### config.mk
export PLATFORM = sky130hd
export DESIGN_NAME = usb_host_event_status
export DESIGN_NICKNAME = d
export VERILOG_FILES = /design/src/rtl/hce_pkg.sv /design/src/rtl/hce_w1c_bit.sv /design/src/rtl/hce_roll_watch.sv /design/src/rtl/hce_port_watch.sv /design/src/rtl/usb_host_event_status.sv
export SDC_FILE = /design/constraint.sdc
export NUM_CORES = 1
export LEC_CHECK = 0
export ABC_AREA = 0
export BUFFER_PORTS_ARGS = -buffer_cell sky130_fd_sc_hd__buf_2
export CORE_UTILIZATION = 39
export CTS_BUF_LIST = sky130_fd_sc_hd__clkbuf_4 sky130_fd_sc_hd__clkbuf_8
export CTS_CLUSTER_SIZE = 28
export DETAILED_ROUTE_END_ITERATION = 7
export HOLD_SLACK_MARGIN = 0.06
export PLACE_DENSITY = 0.79
export SLEW_MARGIN = 10
export SYNTH_ARGS = -nofsm -noshare
export SYNTH_HDL_FRONTEND = slang
export SYNTH_SLANG_ARGS = --single-unit
### constraint.sdc
create_clock -name clk -period 1.8 [get_ports clk]
set_clock_uncertainty 0.1 [all_clocks]
set_input_delay 0.36 -clock clk [delete_from_list [all_inputs] [get_ports clk]]
set_output_delay 0.36 -clock clk [all_outputs]
set_load 0.1 [all_outputs]
### src/rtl/hce_pkg.sv
package hce_pkg;
  localparam int unsigned STAT_W   = 32;
  localparam logic [31:0] STAT_RST = 32'h0000_1000;
  localparam int unsigned POS_HSE  = 4;
  localparam int unsigned POS_FLR  = 3;
  localparam int unsigned POS_PCD  = 2;
  localparam int unsigned N_EVT    = 3;
  localparam int unsigned EV_PCD   = 0;
  localparam int unsigned EV_FLR   = 1;
  localparam int unsigned EV_HSE   = 2;
  localparam int unsigned N_CHG    = 4;
endpackage

### src/rtl/hce_w1c_bit.sv
module hce_w1c_bit (
  input  logic clk,
  input  logic rst_n,
  input  logic set_i,
  input  logic clr_i,
  input  logic load_en_i,
  input  logic load_val_i,
  output logic q_o
);
  logic q_n;

  // priority: hardware set, then reload, then software clear
  always_comb begin
    if (set_i)          q_n = 1'b1;
    else if (load_en_i) q_n = load_val_i;
    else if (clr_i)     q_n = 1'b0;
    else                q_n = q_o;
  end

  always_ff @(posedge clk) begin
    if (!rst_n) q_o <= 1'b0;
    else        q_o <= q_n;
  end
endmodule

### src/rtl/hce_roll_watch.sv
module hce_roll_watch #(
  parameter int unsigned FRAME_W  = 14,
  parameter int unsigned ROLL_BIT = 13
) (
  input  logic               clk,
  input  logic               rst_n,
  input  logic [FRAME_W-1:0] frame_idx,
  output logic               roll_evt
);
  logic roll_q;

  always_ff @(posedge clk) begin
    if (!rst_n) roll_q <= 1'b0;
    else        roll_q <= frame_idx[ROLL_BIT];
  end

  // either direction of the watched bit marks a wrap of the list
  assign roll_evt = frame_idx[ROLL_BIT] ^ roll_q;
endmodule

### src/rtl/hce_port_watch.sv
module hce_port_watch
  import hce_pkg::*;
#(
  parameter int unsigned NPORTS = 4
) (
  input  logic              clk,
  input  logic              rst_n,
  input  logic [NPORTS-1:0] port_owner,
  input  logic [NPORTS-1:0] port_conn,
  input  logic [NPORTS-1:0] port_csc,
  input  logic [NPORTS-1:0] port_pec,
  input  logic [NPORTS-1:0] port_occ,
  input  logic [NPORTS-1:0] port_fpr,
  output logic              pcd_evt,
  output logic              any_chg
);
  localparam int unsigned CHG_W = NPORTS * N_CHG;

  logic [CHG_W-1:0]  chg_now;
  logic [CHG_W-1:0]  chg_q;
  logic [NPORTS-1:0] own_q;
  logic [NPORTS-1:0] arm_q;
  logic [NPORTS-1:0] arm_n;
  logic [NPORTS-1:0] edge_hit;
  logic [NPORTS-1:0] ho_fire;

  for (genvar p = 0; p < NPORTS; p++) begin : g_port
    logic [N_CHG-1:0] now_p;
    logic [N_CHG-1:0] old_p;
    assign now_p = {port_csc[p], port_pec[p], port_occ[p], port_fpr[p]};
    assign chg_now[p*N_CHG +: N_CHG] = now_p;
    assign old_p = chg_q[p*N_CHG +: N_CHG];

    // rising edge on any change input of an owned port
    assign edge_hit[p] = ~port_owner[p] & (|(now_p & ~old_p));

    // handover of a connected port arms a level-sensitive report
    always_comb begin
      if (port_owner[p])
        arm_n[p] = 1'b0;
      else if (own_q[p] & port_conn[p])
        arm_n[p] = 1'b1;
      else if (ho_fire[p])
        arm_n[p] = 1'b0;
      else
        arm_n[p] = arm_q[p];
    end
    assign ho_fire[p] = arm_q[p] & ~port_owner[p] & port_csc[p];
  end

  always_ff @(posedge clk) begin
    if (!rst_n) begin
      chg_q <= '0;
      own_q <= '0;
      arm_q <= '0;
    end else begin
      chg_q <= chg_now;
      own_q <= port_owner;
      arm_q <= arm_n;
    end
  end

  assign pcd_evt = (|edge_hit) | (|ho_fire);
  assign any_chg = |chg_now;
endmodule

### src/rtl/usb_host_event_status.sv
module usb_host_event_status
  import hce_pkg::*;
#(
  parameter int unsigned NPORTS   = 4,
  parameter int unsigned FRAME_W  = 14,
  parameter int unsigned ROLL_BIT = 13
) (
  input  logic                clk,
  input  logic                rst_n,
  input  logic                rd_cmp_valid,
  input  logic                rd_cmp_ok,
  input  logic [FRAME_W-1:0]  frame_idx,
  input  logic [NPORTS-1:0]   port_owner,
  input  logic [NPORTS-1:0]   port_conn,
  input  logic [NPORTS-1:0]   port_csc,
  input  logic [NPORTS-1:0]   port_pec,
  input  logic [NPORTS-1:0]   port_occ,
  input  logic [NPORTS-1:0]   port_fpr,
  input  logic                wake_load,
  input  logic                wr_en,
  input  logic [STAT_W-1:0]   wr_data,
  input  logic [N_EVT-1:0]    int_en,
  output logic [STAT_W-1:0]   status,
  output logic                run_stop_clr,
  output logic                irq
);
  localparam int unsigned EVT_POS [N_EVT] = '{POS_PCD, POS_FLR, POS_HSE};

  logic [N_EVT-1:0] set_v;
  logic [N_EVT-1:0] clr_v;
  logic [N_EVT-1:0] ld_en_v;
  logic [N_EVT-1:0] ld_val_v;
  logic [N_EVT-1:0] evt_q;
  logic             hse_evt;
  logic             roll_evt;
  logic             pcd_evt;
  logic             any_chg;

  assign hse_evt = rd_cmp_valid & ~rd_cmp_ok;

  hce_roll_watch #(.FRAME_W(FRAME_W), .ROLL_BIT(ROLL_BIT)) u_roll (
    .clk(clk), .rst_n(rst_n), .frame_idx(frame_idx), .roll_evt(roll_evt)
  );

  hce_port_watch #(.NPORTS(NPORTS)) u_ports (
    .clk(clk), .rst_n(rst_n),
    .port_owner(port_owner), .port_conn(port_conn),
    .port_csc(port_csc), .port_pec(port_pec),
    .port_occ(port_occ), .port_fpr(port_fpr),
    .pcd_evt(pcd_evt), .any_chg(any_chg)
  );

  assign set_v[EV_HSE] = hse_evt;
  assign set_v[EV_FLR] = roll_evt;
  assign set_v[EV_PCD] = pcd_evt;

  // only the port change bit can be reloaded on wake
  assign ld_en_v  = {1'b0, 1'b0, wake_load};
  assign ld_val_v = {1'b0, 1'b0, any_chg};

  for (genvar i = 0; i < N_EVT; i++) begin : g_evt
    assign clr_v[i] = wr_en & wr_data[EVT_POS[i]];
    hce_w1c_bit u_bit (
      .clk(clk), .rst_n(rst_n),
      .set_i(set_v[i]), .clr_i(clr_v[i]),
      .load_en_i(ld_en_v[i]), .load_val_i(ld_val_v[i]),
      .q_o(evt_q[i])
    );
  end

  always_comb begin
    status = STAT_RST;
    for (int i = 0; i < N_EVT; i++) status[EVT_POS[i]] = evt_q[i];
  end

  always_ff @(posedge clk) begin
    if (!rst_n) begin
      run_stop_clr <= 1'b0;
      irq          <= 1'b0;
    end else begin
      run_stop_clr <= hse_evt;
      irq          <= |(evt_q & int_en);
    end
  end
endmodule

After elaboration in Yosys (flattened, before gate mapping)
Index checks and enable logic that the tools add are counted.

Register bits after elaboration: 30. Output and inout bits: 34. Word-level logic and storage cells: 83.

Muxes and demuxes: 15. Bitwise operators: 37. Reduce and logical (&&, ||, !) cells: 19.

Operators with widths (number): OR reduction 4 bit (6); AND 1 bit (20); AND 4 bit (4); inverter 4 bit (4); OR reduction 16 bit (1); 2-to-1 mux 1 bit (15); nonzero test 2 bit (6); OR reduction 2 bit (4); inverter 1 bit (6); AND 3 bit (1); nonzero test 3 bit (1); OR reduction 3 bit (1); bitwise OR 1 bit (1); bitwise XOR 1 bit (1).

Logic depth before layout (Yosys ltp)
Word-level depth: 7. Depth in mapped cells: 4. Mapped depth without buffers: 4.

By module
A second synthesis with hierarchy kept.

Cells, all modules: 147. Area total of the unflattened synthesis: 1342.5 µm².

Modules (own cells, without submodules): hce_port_watch (instances 1, cells each 92, area an instance 869.6 µm², seq. area each 480.5 µm²); usb_host_event_status (instances 1, cells each 40, area an instance 312.8 µm², seq. area each 40.0 µm²); hce_w1c_bit (instances 3, cells each 4, area an instance 41.3 µm², seq. area each 20.0 µm²); hce_roll_watch (instances 1, cells each 3, area an instance 36.3 µm², seq. area each 20.0 µm²).

Worst setup path after synthesis
No wires, ideal clock.

Path kind: input -> register. Start: in port_fpr[3]. End: reg g_evt[0].u_bit.q_o. Library setup time: 0.125 ns. Arrival: 1.419 ns. Setup slack: 0.155 ns. Stages on the path: 4. Path buffers: 0. Path through: nand2b_1 > a41oi_1 > or4_1 > o41a_1.

Longest elaborated chain between the ends: 6. Elaborated cells on any way between the ends: 9. Those cells by class: 2 x mux; 3 x bitwise; 4 x reduce/logical.

RTL lines: from (decl) (line usb_host_event_status.sv:18) `input logic [NPORTS-1:0] port_fpr,`; AND 4 bit (line hce_port_watch.sv:35) `assign edge_hit[p] = ~port_owner[p] & (|(now_p & ~old_p));`; OR reduction 4 bit (line hce_port_watch.sv:35); AND 1 bit (line hce_port_watch.sv:35); OR reduction 4 bit (line hce_port_watch.sv:63) `assign pcd_evt = (|edge_hit) | (|ho_fire);`; bitwise OR 1 bit (line hce_port_watch.sv:63); nonzero test 3 bit (no source line) / 2-to-1 mux 1 bit (equally long branches); to (signal assigned) (line hce_w1c_bit.sv:22) `else q_o <= q_n;`; to (decl) (line hce_w1c_bit.sv:8) `output logic q_o`.

Several ways; a longest one is shown, not always the timed one. A chain may end at the register's enable or synchronous reset.

Worst setup path after layout
Start: reg u_ports.chg_q[12]. End: reg g_evt[0].u_bit.q_o.

Longest elaborated chain between the ends: 7. Elaborated cells on any way between the ends: 8. Those cells by class: 1 x mux; 4 x bitwise; 3 x reduce/logical.

RTL lines: from (decl) (line hce_port_watch.sv:20) `logic [CHG_W-1:0] chg_q;`; from (signal assigned) (line hce_port_watch.sv:57) `chg_q <= chg_now;`; inverter 4 bit (*) (line hce_port_watch.sv:35); AND 4 bit (*) (line hce_port_watch.sv:35); OR reduction 4 bit (*) (line hce_port_watch.sv:35); AND 1 bit (*) (line hce_port_watch.sv:35); OR reduction 4 bit (*) (line hce_port_watch.sv:63); bitwise OR 1 bit (*) (line hce_port_watch.sv:63); nonzero test 3 bit (no source line) / 2-to-1 mux 1 bit (equally long branches).

Mark *: on every way between the ends. The rest lies on a longest branch, timed or not.

==> flow_summary.toml <==
[cells_and_area]
mostFrequentLayoutCells = "buf_2 (41), dfxtp_1 (30), conb_1 (29)"
final_area_um2 = 1620
final_common_cell = "buf_2"
layout-drive-gt1-share_pct = 31.5
area_growth_pct = 19.2
antenna_cells = 0
nets = 277

[sta]
fin_ws_ps = 94.3
finalHoldViolations = 0
period_needed_ps = 1710
rsz0062_at_grt = "false"
hold_slack_ps = 144
finalMaxSlewViolations = 0
period_share_pct = 94.8
max_freq_mhz = 586
finalSetupViolCount = 0

[routing]
num_vias = 1018
postRouteAntennaNets = 0
drc = 0
drtIter0Drc = 31
routedWlPerCell_um = 9.69
via_per_inst = 4.19
finalWirelength_mm = 2.36
firstDrtPassIters = 4

[hold_path]
min_path_type = "input pin to flip-flop"

[clock_network]
cts_root_buf = "clkbuf_4"
cts_tree = "yes"
numCtsBuffers = 5
cts_resized = 0
cts_hold_buf = 0
clk_latency_ps = 320
path_clk_slew_ps = 80
cts_buffer_depth = 2
cts_setup_buffers = 0
cts_num_sinks = 30
cts.htree.levels = 2

[power]
switching_share_pct = 38.2
combPwrFrac_pct = 30.5
pwr-share-seq_pct = 45.3
internal_power_w = 0.000965
clkPwrFrac_pct = 24.2
power_w = 0.00156
power_leakage_nw = 0.787
p_sw_w = 0.000597
power_density_nw_per_um2 = 964
peakVddDrop_mv = 0.508

[outcome]
outcome = "completed"

[placed_design]
gp_congestion = 0.810
port_buffers = 41
placed_area_um2 = 1570
hpwl_mm = 1.87
place_ws_ps = -57.8

[floorplanning]
core_area_um2 = 3340
io_pins = 113
initial_utilization_pct = 40.7
rows = 21
die_x_um = 61.0
die_area_um2 = 3720
die_y_um = 61.0

[logic_synthesis]
yosysTopAreaCell = "dfxtp_1"
syn-cell-area_um2 = 1360
postSynthAreaPerCell_um2 = 9.37
yosysWarnings = 0
synth_top_area_share_pct = 44.2
yosysSeqAreaShare_pct = 44.2
synthDistinctLibCells = 24
synthTopCellsByArea = "dfxtp_1 (44%), buf_4 (18%), and2_1 (9.2%)"
synthCells = 145
ys_ff_latch = 30

[worst_setup_path]
crit_path_top_delay_cell = "or4_1"
end_kind = "flip-flop"
slowest_delay_ps = 530
crit_type = "flip-flop to flip-flop"
path_delay_family = "simple AND/OR/NAND/NOR gates"
crit_chain = "nand2b_1, a41oi_1, or4_1, o41a_1"
critPathArrivalTime_ps = 1810
critical_path_required_ps = 1910
crit_path_start_kind = "flip-flop"
crit_fanout = 1
timing.critical_path.buf_inv = 0

[flow_run]
cap_violations = 0

[global_route]
antenna_found_initial = 0
grt-ovfl-total = 0
grt_pass1_vias = 883
grt_max_degree = 31
grt_pass1_wl_mm = 3.73
grt_usage_pct = 14.4
-- metal layers --
| metal | wire (µm) | track usage, % | vias up |
|---|---|---|---|
| met1 | 1090 | 18.5 | 444 |
| met2 | 1060 | 20.3 | 40 |
| met5 | 0 | 0 | - |
| li1 | - | - | 526 |
| met3 | 144 | 4.83 | 8 |
| met4 | 59 | 10.1 | 0 |
-- cell families after synthesis --
logic type                after synthesis  synth area share, %
and+or+nand+nor                        57                 25.6
buffers and inverters                  40                 19.9
DFF                                    30                 44.2
AOI/OAI and AO/OA                      15                 9.12
other                                   2                0.553
xor gates and xnor gates                1                0.645
-- final timing paths --
path | startpoint | endpoint | slack (ps) | cells past startpoint
setup / recovery | u_ports.chg_q[12] | g_evt[0].u_bit.q_o | 90 | 4
hold / removal | port_owner[3] | u_ports.arm_q[3] | 140 | 2
setup reg to reg | u_ports.chg_q[12] | g_evt[0].u_bit.q_o | 90 | 4
hold reg to reg | g_evt[2].u_bit.q_o | g_evt[2].u_bit.q_o | 420 | 1
-- area by class of cell --
| type | instances | area [µm²] |
|---|---|---|
| fill | 352 | 1720 |
| sequential | 30 | 601 |
| multi-input combinational | 102 | 589 |
| timing repair buffer | 54 | 303 |
| tap | 46 | 57.6 |
| clock buffer | 6 | 51.3 |
| inverter | 5 | 18.8 |
-- synthesized netlist by cell type --
cell type and n:
buf_4 32, dfxtp_1 30, and2_1 20, nand2b_1 16, nand2_1 7, a41oi_1 5
inv_1 5, a22oi_1 4, nor3b_1 4, nor4_1 4, clkbuf_1 3, conb_1 2
nor2b_1 2, a21oi_1 1, a222oi_1 1, a31o_2 1, and2_2 1, and3b_1 1
nand3_1 1, o221ai_1 1, o22ai_1 1, o41a_1 1, or4_1 1, xor2_1 1
-- power by group through the flow --
stage | Sequential [W] | Clock (W) | Combinational [W]
5_1_grt | 0.000712 | 0.000428 | 0.000500
6_report | 0.000707 | 0.000378 | 0.000476
3_3_place_gp | 0.000722 | 0 | 0.000475
4_1_cts | 0.000708 | 0.000396 | 0.000477
2_1_floorplan | 0.000741 | 0 | 0.000420
3_5_place_dp | 0.000723 | 0 | 0.000476
-- sequential cells by signal, indices dropped and copies added, names as in the netlist --
name and cells:
u_ports.arm_q 4, g_evt.u_bit.q_o 3, u_ports.own_q 4, irq 1, u_ports.chg_q 16, u_roll.roll_q 1, run_stop_clr 1
-- metrics by stage --
| step | TNS, ps | utilization (%) | instances |
|---|---|---|---|
| after floorplan | 0 | - | 172 |
| after global placement | -56.0 | 47.0 | 237 |
| after detailed placement | -57.8 | 47.0 | 237 |
| after CTS | 0 | 48.6 | 243 |
| after global routing | 0 | 48.6 | 243 |
| final | 0 | 48.6 | 243 |
Power figures use the tool's default switching activity.
